==> src/rtl/selftest_pkg.sv <==
package selftest_pkg;
  typedef enum logic [1:0] {
    PH_IDLE = 2'd0,
    PH_ROM  = 2'd1,
    PH_CHK  = 2'd2,
    PH_INV  = 2'd3
  } phase_e;
endpackage

==> src/rtl/selftest_timer.sv <==
module selftest_timer
  import selftest_pkg::*;
#(
  parameter int ROM_LEN = 896,
  parameter int PAT_LEN = 130624,
  parameter int CW      = 18
) (
  input  logic   clk,
  input  logic   rst_n,
  input  logic   start,
  output phase_e phase,
  output logic   accept,
  output logic   fin
);
  localparam logic [CW-1:0] ROM_LAST = CW'(ROM_LEN - 1);
  localparam logic [CW-1:0] PAT_LAST = CW'(PAT_LEN - 1);

  logic [CW-1:0] cnt;

  assign accept = start && (phase == PH_IDLE);
  assign fin    = (phase == PH_INV) && (cnt == PAT_LAST);

  always_ff @(posedge clk or negedge rst_n) begin
    if (!rst_n) begin
      phase <= PH_IDLE;
      cnt   <= '0;
    end else begin
      case (phase)
        PH_IDLE: if (start) begin
          phase <= PH_ROM;
          cnt   <= '0;
        end
        PH_ROM: if (cnt == ROM_LAST) begin
          phase <= PH_CHK;
          cnt   <= '0;
        end else cnt <= cnt + 1'b1;
        PH_CHK: if (cnt == PAT_LAST) begin
          phase <= PH_INV;
          cnt   <= '0;
        end else cnt <= cnt + 1'b1;
        PH_INV: if (cnt == PAT_LAST) begin
          phase <= PH_IDLE;
          cnt   <= '0;
        end else cnt <= cnt + 1'b1;
        default: phase <= PH_IDLE;
      endcase
    end
  end


  fin_to_idle_chk: assert property (@(posedge clk) disable iff (!rst_n)
    fin |=> (phase == PH_IDLE));

  idle_hold_chk: assert property (@(posedge clk) disable iff (!rst_n)
    (phase == PH_IDLE && !start) |=> (phase == PH_IDLE));

  run_hold_chk: assert property (@(posedge clk) disable iff (!rst_n)
    (phase != PH_IDLE && !fin) |=> (phase != PH_IDLE));
endmodule

==> src/rtl/selftest_cksum.sv <==
module selftest_cksum #(
  parameter int GLYPHS = 128,
  parameter int ROWS   = 7,
  parameter int COLS   = 5,
  parameter int SUM_W  = 8,
  localparam int GW    = $clog2(GLYPHS),
  localparam int RW    = $clog2(ROWS)
) (
  input  logic             clk,
  input  logic             rst_n,
  input  logic             clr,
  input  logic             rd,
  input  logic [COLS-1:0]  dots,
  output logic [GW-1:0]    glyph,
  output logic [RW-1:0]    row,
  output logic [SUM_W-1:0] sum
);
  localparam logic [RW-1:0] ROW_LAST   = RW'(ROWS - 1);
  localparam logic [GW-1:0] GLYPH_LAST = GW'(GLYPHS - 1);

  always_ff @(posedge clk or negedge rst_n) begin
    if (!rst_n) begin
      glyph <= '0;
      row   <= '0;
      sum   <= '0;
    end else if (clr) begin
      glyph <= '0;
      row   <= '0;
      sum   <= '0;
    end else if (rd) begin
      sum <= sum + SUM_W'(dots);
      if (row == ROW_LAST) begin
        row   <= '0;
        glyph <= (glyph == GLYPH_LAST) ? '0 : glyph + 1'b1;
      end else begin
        row <= row + 1'b1;
      end
    end
  end


  row_wrap_chk: assert property (@(posedge clk) disable iff (!rst_n)
    (rd && !clr && row == ROW_LAST) |=> (row == '0));

  sum_hold_chk: assert property (@(posedge clk) disable iff (!rst_n)
    (!rd && !clr) |=> $stable(sum));
endmodule

==> src/rtl/selftest_pattern.sv <==
module selftest_pattern #(
  parameter int ROWS = 7,
  parameter int COLS = 5,
  localparam int RW  = $clog2(ROWS)
) (
  input  logic            en,
  input  logic            inv,
  input  logic [RW-1:0]   scan_row,
  output logic [COLS-1:0] dots
);
  for (genvar c = 0; c < COLS; c++) begin : g_col
    localparam logic CODD = (c % 2) == 1;
    assign dots[COLS-1-c] = en & ~(scan_row[0] ^ CODD ^ inv);
  end

  always_comb begin
    if (en) begin

      adj_alt_chk: assert (dots[0] != dots[1]);
    end
  end
endmodule

==> src/rtl/selftest_seq.sv <==
module selftest_seq
  import selftest_pkg::*;
#(
  parameter int          GLYPHS = 128,
  parameter int          ROWS   = 7,
  parameter int          COLS   = 5,
  parameter int          SUM_W  = 8,
  parameter int          TOTAL  = 262144,
  parameter logic [SUM_W-1:0] EXPECT = '0,
  localparam int GW = $clog2(GLYPHS),
  localparam int RW = $clog2(ROWS)
) (
  input  logic            clk,
  input  logic            rst_n,
  input  logic            start,
  output logic            rom_rd,
  output logic [GW-1:0]   rom_glyph,
  output logic [RW-1:0]   rom_row,
  input  logic [COLS-1:0] rom_dots,
  input  logic [RW-1:0]   scan_row,
  output logic            ovr_en,
  output logic [COLS-1:0] ovr_dots,
  output logic            clr_chars,
  output logic            clr_flash,
  output logic            set_udc_ptr,
  output logic            clr_ctrl,
  output logic            busy,
  output logic            pass
);
  localparam int ROM_LEN = GLYPHS * ROWS;
  localparam int PAT_LEN = (TOTAL - ROM_LEN) / 2;
  localparam int CW      = $clog2(TOTAL);

  phase_e           phase;
  logic             accept;
  logic             fin;
  logic [SUM_W-1:0] sum;

  selftest_timer #(.ROM_LEN(ROM_LEN), .PAT_LEN(PAT_LEN), .CW(CW)) u_timer (
    .clk(clk), .rst_n(rst_n), .start(start),
    .phase(phase), .accept(accept), .fin(fin)
  );

  assign rom_rd = (phase == PH_ROM);
  assign busy   = (phase != PH_IDLE);
  assign ovr_en = (phase == PH_CHK) || (phase == PH_INV);

  selftest_cksum #(.GLYPHS(GLYPHS), .ROWS(ROWS), .COLS(COLS), .SUM_W(SUM_W)) u_cksum (
    .clk(clk), .rst_n(rst_n), .clr(accept), .rd(rom_rd), .dots(rom_dots),
    .glyph(rom_glyph), .row(rom_row), .sum(sum)
  );

  selftest_pattern #(.ROWS(ROWS), .COLS(COLS)) u_pat (
    .en(ovr_en), .inv(phase == PH_INV), .scan_row(scan_row), .dots(ovr_dots)
  );

  assign clr_chars   = fin;
  assign clr_flash   = fin;
  assign set_udc_ptr = fin;
  assign clr_ctrl    = fin;

  always_ff @(posedge clk or negedge rst_n) begin
    if (!rst_n)   pass <= 1'b0;
    else if (fin) pass <= (sum == EXPECT);
  end


  pass_hold_chk: assert property (@(posedge clk) disable iff (!rst_n)
    !fin |=> $stable(pass));

  busy_cause_chk: assert property (@(posedge clk) disable iff (!rst_n)
    (!busy && !start) |=> !busy);

  ovr_quiet_chk: assert property (@(posedge clk) disable iff (!rst_n)
    !ovr_en |-> (ovr_dots == '0));
endmodule

==> config.mk <==
export PLATFORM = sky130hd
export DESIGN_NAME = selftest_seq
export DESIGN_NICKNAME = d
export VERILOG_FILES = /design/src/rtl/selftest_pkg.sv /design/src/rtl/selftest_timer.sv /design/src/rtl/selftest_cksum.sv /design/src/rtl/selftest_pattern.sv /design/src/rtl/selftest_seq.sv
export SDC_FILE = /design/constraint.sdc
export NUM_CORES = 1
export LEC_CHECK = 0
export ABC_AREA = 0
export BUFFER_PORTS_ARGS = -buffer_cell sky130_fd_sc_hd__buf_4
export CAP_MARGIN = 20
export CORE_UTILIZATION = 35
export DETAILED_ROUTE_END_ITERATION = 8
export GPL_TIMING_DRIVEN = 0
export SYNTH_ARGS = -nofsm -noshare
export SYNTH_HDL_FRONTEND = slang
export SYNTH_SLANG_ARGS = --single-unit
==> constraint.sdc <==
create_clock -name clk -period 2.4 [get_ports clk]
set_clock_uncertainty 0.2 [all_clocks]
set_input_delay 0.36 -clock clk [delete_from_list [all_inputs] [get_ports clk]]
set_output_delay 0.36 -clock clk [all_outputs]
set_load 0.01 [all_outputs]
==> results of run 1 <==
[area by class of cell]
class	count	area, um2	area share
multi-input cells	193	1310	0.442
flip-flops and latches	39	977	0.330
repair buffers	38	292	0.0984
plain buffers	14	129	0.0435
well taps	77	96.3	0.0325
clock buffers	6	82.6	0.0279
inverters	11	41.3	0.0139
clock inverters	2	35.0	0.0118
[power by group]
| group | leakage, uW | switching (uW) | internal, uW |
|---|---|---|---|
| Clock | 0.0000612 | 240 | 337 |
| Combinational | 0.000856 | 269 | 300 |
| Sequential | 0.000483 | 153 | 796 |
[cell usage after synthesis (2+ instances only)]
library cell,number,area (um2)
sky130_fd_sc_hd__buf_6,2,22.5
sky130_fd_sc_hd__buf_4,6,45.0
sky130_fd_sc_hd__nor4_1,3,18.8
sky130_fd_sc_hd__nand3_1,14,70.1
sky130_fd_sc_hd__nand4b_1,2,17.5
sky130_fd_sc_hd__o21ai_0,10,50.1
sky130_fd_sc_hd__o21ai_1,2,10.0
sky130_fd_sc_hd__o31ai_1,3,22.5
sky130_fd_sc_hd__and4_1,2,17.5
sky130_fd_sc_hd__nor2_1,26,97.6
sky130_fd_sc_hd__nand4_1,4,25.0
sky130_fd_sc_hd__a22o_1,4,35.0
sky130_fd_sc_hd__o41ai_1,2,17.5
sky130_fd_sc_hd__a21o_1,3,22.5
sky130_fd_sc_hd__o211ai_1,2,15.0
sky130_fd_sc_hd__nor2b_1,2,12.5
sky130_fd_sc_hd__and3_1,4,25.0
sky130_fd_sc_hd__dfrtp_1,39,976
sky130_fd_sc_hd__nand2_2,2,12.5
sky130_fd_sc_hd__inv_1,11,41.3
sky130_fd_sc_hd__xnor2_1,5,43.8
sky130_fd_sc_hd__clkbuf_1,4,15.0
sky130_fd_sc_hd__ha_1,12,150
sky130_fd_sc_hd__and3_4,2,22.5
sky130_fd_sc_hd__buf_12,2,40.0
sky130_fd_sc_hd__mux2i_1,9,90.1
sky130_fd_sc_hd__and2_1,2,12.5
sky130_fd_sc_hd__xor2_1,2,17.5
sky130_fd_sc_hd__a31oi_1,11,68.8
sky130_fd_sc_hd__nand2_1,24,90.1
sky130_fd_sc_hd__a21oi_1,16,80.1
sky130_fd_sc_hd__nor4b_1,2,17.5
sky130_fd_sc_hd__nand2b_1,7,43.8
[path summary, 6_finish.rpt]
| check | to | startpoint | depth (start not counted) |
|---|---|---|---|
| setup / recovery | clr_ctrl | u_timer.cnt[1] | 7 |
| hold / removal | u_cksum.sum[0] | rom_dots[0] | 4 |
| setup reg to reg | u_timer.cnt[2] | u_timer.cnt[1] | 9 |
| hold reg to reg | u_timer.cnt[14] | u_timer.cnt[14] | 1 |
| max in group asynchronous | u_timer.cnt[7] | rst_n | 2 |
| min in group asynchronous | u_timer.cnt[13] | rst_n | 2 |
[cell families after synthesis]
| logic type | Yosys count | synth area share |
|---|---|---|
| AND/OR/NAND/NOR | 102 | 0.220 |
| AO/OA/AOI/OAI | 60 | 0.161 |
| flip-flops | 39 | 0.407 |
| buffers and inverters | 25 | 0.0684 |
| adder cells (fa/ha/maj) | 13 | 0.0710 |
| multiplexers | 11 | 0.0470 |
| XOR/XNOR | 7 | 0.0256 |
[registers in the layout, indices dropped and copies added (netlist names)]
signal	count
pass	1
u_cksum.glyph	7
u_cksum.row	3
u_cksum.sum	8
u_timer.cnt	18
u_timer.phase	2
[critical path: stages, from the launching register on]
cell and delay [ns]:
sky130_fd_sc_hd__dfrtp_1 0.39, sky130_fd_sc_hd__ha_2 0.20, sky130_fd_sc_hd__and3_4 0.21, sky130_fd_sc_hd__and3_4 0.21, sky130_fd_sc_hd__nand3_4 0.07, sky130_fd_sc_hd__nor2_4 0.15, sky130_fd_sc_hd__buf_4 0.13, sky130_fd_sc_hd__buf_4 0.10
[timing repair]
item | 4_1_cts | 5_1_grt
setup endpoints to repair | 6 | 22
buffers inserted | 2 | 4
pin swaps | 1 | 5
gates resized for setup | 8 | 10
hold buffers | 1 | 0
endpoints found under the hold margin | 39 | 0
[stage by stage]
stage	hold WS, ns	worst slack, ns
2_1_floorplan	-0.136	0.248
3_3_place_gp	0.175	0.0493
3_5_place_dp	0.175	0.0190
4_1_cts	0.232	0.00806
5_1_grt	0.280	-0.0352
6_report	0.240	0.0744
[layout by cell type, fill, tap and decap left out, types with 3 or more instances in the layout]
master,instances
sky130_fd_sc_hd__o31ai_1,3
sky130_fd_sc_hd__o21ai_0,9
sky130_fd_sc_hd__clkbuf_8,6
sky130_fd_sc_hd__a21oi_1,16
sky130_fd_sc_hd__buf_4,41
sky130_fd_sc_hd__a31oi_1,11
sky130_fd_sc_hd__o21ai_1,3
sky130_fd_sc_hd__xnor2_1,5
sky130_fd_sc_hd__nor4_1,3
sky130_fd_sc_hd__buf_6,4
sky130_fd_sc_hd__dfrtp_1,38
sky130_fd_sc_hd__a22o_1,4
sky130_fd_sc_hd__inv_1,11
sky130_fd_sc_hd__nor2_1,25
sky130_fd_sc_hd__nand2b_1,7
sky130_fd_sc_hd__a21o_1,3
sky130_fd_sc_hd__ha_1,11
sky130_fd_sc_hd__mux2i_1,9
sky130_fd_sc_hd__nand4_1,4
sky130_fd_sc_hd__nand2_1,24
sky130_fd_sc_hd__and3_4,4
sky130_fd_sc_hd__nand3_1,13
[per-layer routing]
layer | vias up | part of all wire | GRT usage
li1 | 1005 | - | -
met1 | 969 | 0.50 | 0.203
met2 | 34 | 0.47 | 0.239
met3 | 4 | 0.029 | 0.0344
met4 | 0 | 0.0069 | 0.0493
met5 | - | 0 | 0
==> impl_summary.txt, run 1 <==
----------------------------------------------------
[Run status]
  Outcome ... complete, but fails checks
  Violated checks ... DRC

[Cells and area]
  Final cell utilization of the core ... 0.456
  Final std cells w/o fill ... 380
  Net count reported at finish ... 326
  Fillers ... 622
  Count of inserted antenna diode cells ... 0
  Synth-to-layout area growth ... 23.6%
  Non-Filler Cell Area, Final ... 2960 um2
  Proportion of layout cells with a drive suffix above 1 ... 0.244

[Pwr]
  P_leak ... 0.00140 uW
  Peak VDD IR ... 284 uV
  Total power consumption of the routed design ... 2100 uW
  Areal power density over the cells ... 708 nW/um2

[CTS]
  Clock net sink count ... 39
  Maximum level of the CTS H-tree ... 2
  Clk_lat worst skew ... 0.29 ns
  Maximum buffer depth of the clock tree ... 2
  Clk slew on worst S/H paths ... around 0.08 ns
  CTS tree ... done
  Root buf cell ... sky130_fd_sc_hd__clkbuf_8
  Number of clock buffers inserted by TritonCTS ... 5

[Logic synthesis]
  Post-synth top flop ... sky130_fd_sc_hd__dfrtp_1
  Fraction of registers with async set/reset ... 1.00
  Number of enable-type register cells in the synthesized netlist ... 0
  Number of warnings issued by yosys ... 0
  Netlist cell types ... ~50
  Instance count of the mapped netlist ... 257
  Average instance area after synthesis ... 9.32 um2
  Post-synthesis cell area ... roughly 2400 um2
  Number of synthesized register bits ... 39
  Synth Net Count ... 281
  Register area share after synthesis ... 0.407

[Global route]
  Final global-route overflow total ... 0
  Overall track demand over capacity in global routing ... 0.151
  Via count of the first global-routing pass ... 1,889
  Global-route wire length before repair ... 8660 um
  Initial antenna violation count ... 0
  Maximum number of pins on one net before global-route repair ... 40

[Timing]
  Unrepaired setup endpoints after global routing ... true
  Final-report hold violation count ... 0
  Peak clock frequency supported by timing ... 430 MHz
  Final min period ... 2.33 ns
  Headroom to the max-slew limit ... 0.638
  Worst-margin pin slew ... 0.542 ns
  Count of final setup violators ... 0
  Final Slew Violations ... 0
  Ratio of final minimum period to clock period ... 0.969
  Sum of negative setup slack ... 0 ns

[Place]
  Weighted congestion reported at the end of routability-driven placement ... roughly 0.78
  Buffers on Ports ... 31
  Post-detail-place hpwl ... 3630 um
  Cell area after placement ... 2730 um2
  Post-Place Cells ... 365

[Routing]
  DRC violations left ... 2
  Wire length after detailed routing ... approximately 5200 um
  DRT iter0 DRCs ... 94
  Antenna-violating nets left ... 0
  Drt wl/cell ... 13.7 um
  DR vias/cell ... 5.29
  Number of vias after detailed routing ... 2,012
  First-pass iteration count of the detailed router ... 8

[Critical path]
  Register-to-register path setup slack ... roughly 0.11 ns
  Kind of launch point of the worst setup path ... flip-flop
  Worst endpoint required time ... 1.84 ns
  Worst setup path category ... reg2out
  Maximum net fanout on the critical path ... 5
  Arrival time reported for the critical path endpoint ... 1.77 ns
  Critical Path Sink Type ... output pin

[Die]
  Count of pins on the block boundary ... 34
  Initial standard-cell utilization of the core ... 0.369
  # rows ... 29
  Area of the placeable core ... 6490 um2
  Die Y ... 84.7 um
  Die footprint ... 7180 um2
  Die span in x ... 84.7 um

[Job]
  Number of max-cap violations ... 0

[Worst hold path]
  Tightest Hold Check Type ... in2reg

----------------------------------------------------
Note: power is estimated with default switching activity, not from simulation.
==> run 2: changes to the inputs <==
--- a/config.mk
+++ b/config.mk
@@ -5,7 +5,7 @@
 export SDC_FILE = /design/constraint.sdc
 export NUM_CORES = 1
 export LEC_CHECK = 0
-export ABC_AREA = 0
+export ABC_AREA = 1
 export BUFFER_PORTS_ARGS = -buffer_cell sky130_fd_sc_hd__buf_4
 export CAP_MARGIN = 20
 export CORE_UTILIZATION = 35
==> impl_summary.txt, run 2 <==
----------------------------------------------------
[Run status]
  Outcome ... completed

[Global route]
  Maximum number of pins on one net before global-route repair ... 40 (unchanged)
  Overall track demand over capacity in global routing ... 0.161 (+0.0108)
  Via count of the first global-routing pass ... 2,325 (+23%)
  Global-route wire length before repair ... 10,700 um (+24%)
  Final global-route overflow total ... 0 (unchanged)
  Initial antenna violation count ... 0 (unchanged)

[Logic synthesis]
  Number of enable-type register cells in the synthesized netlist ... 0 (unchanged)
  Largest cells by area after synthesis ... sky130_fd_sc_hd__dfrtp_1 36%, sky130_fd_sc_hd__nand2_1 14%, sky130_fd_sc_hd__nor2_1 6.5%, sky130_fd_sc_hd__inv_1 6.2%, sky130_fd_sc_hd__ha_1 5.5%
  Netlist cell types ... 36 (-27%)
  Post-synth top flop ... sky130_fd_sc_hd__dfrtp_1
  Number of warnings issued by yosys ... 0 (unchanged)
  Most instantiated library cell after synthesis ... sky130_fd_sc_hd__nand2_1
  Synth top area share ... 0.359 (-0.0485)
  Largest area contributor in the synthesized netlist ... sky130_fd_sc_hd__dfrtp_1
  Average instance area after synthesis ... 7.27 um2 (-22%)
  Fraction of registers with async set/reset ... 1.00 (unchanged)
  Number of synthesized register bits ... 39 (unchanged)
  Synth Net Count ... 398 (+42%)
  Instance count of the mapped netlist ... 374 (+46%)
  Register area share after synthesis ... 0.359 (-0.0485)
  Post-synthesis cell area ... 2720 um2 (+14%)
  Most common library cells after synthesis ... 103 x sky130_fd_sc_hd__nand2_1, 47 x sky130_fd_sc_hd__nor2_1, 45 x sky130_fd_sc_hd__inv_1, 39 x sky130_fd_sc_hd__dfrtp_1, 25 x sky130_fd_sc_hd__nand3_1

[Cells and area]
  Final cell utilization of the core ... 0.438 (-0.0183)
  Count of inserted antenna diode cells ... 0 (unchanged)
  Top flop regs ... u_timer.cnt: 18 flops, u_cksum.sum: 8 flops, u_cksum.glyph: 7 flops
  Net count reported at finish ... 439 (+35%)
  Synth-to-layout area growth ... 18.6%
  Final std cells w/o fill ... 515 (+36%)
  Most common cell after layout, fill and taps aside ... sky130_fd_sc_hd__nand2_1
  Most used cells in the layout excluding fill and tap cells ... 103 x sky130_fd_sc_hd__nand2_1, 45 x sky130_fd_sc_hd__inv_1, 45 x sky130_fd_sc_hd__nor2_1, 39 x sky130_fd_sc_hd__buf_4, 39 x sky130_fd_sc_hd__dfrtp_1
  Proportion of layout cells with a drive suffix above 1 ... 0.195 (-0.0495)
  Flip-flop count of the largest register, all copies and words added ... 18 (unchanged)
  Biggest register ... u_timer.cnt

[Worst hold path]
  Worst hold path startpoint ... start
  Number of instances on the worst hold path ... 4 (unchanged)
  Tightest Hold Check Type ... in2reg
  Hold worst-path end ... u_timer.cnt[17]

[Routing]
  DRT iter0 DRCs ... 106 (+13%)
  Number of vias after detailed routing ... 2,442 (+21%)
  Wire length after detailed routing ... 6110 um (+18%)
  Drt wl/cell ... 11.9 um (-13%)
  First-pass iteration count of the detailed router ... 4 (-4)
  DRC violations left ... 0 (-2)
  Antenna-violating nets left ... 0 (unchanged)
  DR vias/cell ... 4.74 (-10%)

[Critical path]
  Kind of launch point of the worst setup path ... flip-flop
  Arrival time reported for the critical path endpoint ... 1.73 ns (-0.04 ns)
  Reg2reg start ... u_timer.phase[0]
  Register-to-register path setup slack ... 0.30 ns (+0.19 ns)
  Peak per-stage delay on the critical path ... 0.42 ns (+0.03 ns)
  Worst setup path category ... reg2out
  Worst endpoint required time ... 1.84 ns (about the same)
  Highest-delay cell along the critical path ... sky130_fd_sc_hd__dfrtp_1
  Worst-path cell chain ... ha_1 > inv_1 > nor3_4 > and3_2 > buf_4 > buf_4
  Worst reg-to-reg path cell count ... 8 (-1)
  CP most frequent cell ... sky130_fd_sc_hd__buf_4
  Reg2reg end ... u_cksum.glyph[6]
  Maximum net fanout on the critical path ... 4 (-1)
  Critical Path Sink Type ... output pin

[CTS]
  Number of clock buffers inserted by TritonCTS ... 5 (unchanged)
  Clk_lat worst skew ... 0.30 ns (about the same)
  Maximum buffer depth of the clock tree ... 2 (unchanged)
  CTS tree ... done
  Maximum level of the CTS H-tree ... 2 (unchanged)
  Root buf cell ... sky130_fd_sc_hd__clkbuf_8
  Clock net sink count ... 39 (unchanged)
  Clk slew on worst S/H paths ... 0.08 ns (about the same)

[Pwr]
  Total power consumption of the routed design ... 2980 uW (+42%)
  Areal power density over the cells ... 923 nW/um2 (+30%)
  P_leak ... 0.00163 uW (+16%)
  Peak VDD IR ... 527 uV (+86%)

[Die]
  Count of pins on the block boundary ... 34 (unchanged)
  # rows ... 31 (+6.9%)
  Initial standard-cell utilization of the core ... 0.369 (about the same)
  Die span in x ... 90.2 um (+6.4%)
  Area of the placeable core ... 7370 um2 (+13%)
  Die Y ... 90.2 um (+6.4%)
  Die footprint ... 8130 um2 (+13%)

[Place]
  Buffers on Ports ... 31 (unchanged)
  Post-detail-place hpwl ... 4610 um (+27%)
  Post-place setup slack ... 0.283 ns (+0.264 ns)
  Post-Place Cells ... 504 (+38%)
  Weighted congestion reported at the end of routability-driven placement ... 0.916 (+17%)

[Timing]
  Unrepaired setup endpoints after global routing ... false
  Count of final setup violators ... 0 (unchanged)
  Peak clock frequency supported by timing ... 436 MHz (+1.5%)
  Final-report hold violation count ... 0 (unchanged)
  Final Slew Violations ... 0 (unchanged)
  Sum of negative setup slack ... 0 ns (unchanged)
  Final min period ... 2.29 ns (-0.0337 ns)
  Headroom to the max-slew limit ... 0.661 (+0.0223)
  Worst-margin pin slew ... 0.509 ns (-0.0334 ns)
  Ratio of final minimum period to clock period ... 0.955 (-0.0140)
  Post-layout worst setup margin ... 0.108 ns (+0.0337 ns)

[Job]
  Number of max-cap violations ... 0 (unchanged)

----------------------------------------------------
==> run 2: worst max-delay path: cells and delay by family, from the launching register on <==
kind                     cells  cell delay, ns
buffers and inverters        3            0.30
adder cells (fa/ha/maj)      1            0.22
AND/OR/NAND/NOR              2            0.49
flip-flops                   1            0.42
==> run 2: worst max path at each step <==
stage | startpoint | to | slack, ns | cells after the start
global route | u_timer.cnt[0] | set_udc_ptr | 0.007 | 6
global placement | rom_dots[0] | u_cksum.sum[6] | 0.30 | 10
finish | u_timer.cnt[0] | clr_ctrl | 0.11 | 6
detailed placement | rom_dots[0] | u_cksum.sum[6] | 0.28 | 10
CTS | u_timer.cnt[0] | clr_flash | 0.04 | 6
floorplan | rom_dots[0] | u_cksum.sum[6] | 0.56 | 9
==> run 2: through the flow <==
step,cell area (um2),hold slack (ns)
2_1_floorplan,2720,-0.136
3_3_place_gp,3080,0.173
3_5_place_dp,3080,0.176
4_1_cts,3210,0.191
5_1_grt,3230,0.206
6_report,3230,0.201
==> run 2: logic make-up (layout without fill, tap and decap cells) <==
family | count (synthesis) | in the layout | synth area share
AOI/OAI and AO/OA | 34 | 34 | 0.0741
xor gates and xnor gates | 11 | 11 | 0.0354
adders and majority gates | 13 | 13 | 0.0626
buffers and inverters | 59 | 101 | 0.0943
DFF | 39 | 39 | 0.359
and+or+nand+nor | 218 | 218 | 0.375
==> run 2: timing repair <==
item,in CTS,in global routing
cloned,0,0
endpoints found under the setup margin,3,4
pin swaps,0,2
gates resized for setup,1,2
buffers inserted,0,2
hold buffers,1,0
hold endpoints to repair,39,0
==> run 2: area by class of cell <==
type | instances | area (um2)
fill | 763 | 4140
multi-input combinational | 276 | 1490
sequential | 39 | 976
timing repair buffer | 34 | 258
inverter | 47 | 176
tap | 99 | 124
clock buffer | 6 | 82.6
buffer | 12 | 80.1
clock inverter | 2 | 35.0
==> run 2: metal layers <==
layer / track usage / routed length (um) / vias to the layer above
met4: 0.0538 / 88 / 0
met5: 0 / 0 / -
li1: - / - / 1276
met3: 0.0296 / 156 / 6
met1: 0.214 / 3000 / 1127
met2: 0.265 / 2860 / 33
==> run 2: report_power, final <==
group / internal [uW] / switching, uW / leakage, uW
sequential: 794 / 134 / 0.000524
combinational: 573 / 896 / 0.00104
clock: 337 / 245 / 0.0000612
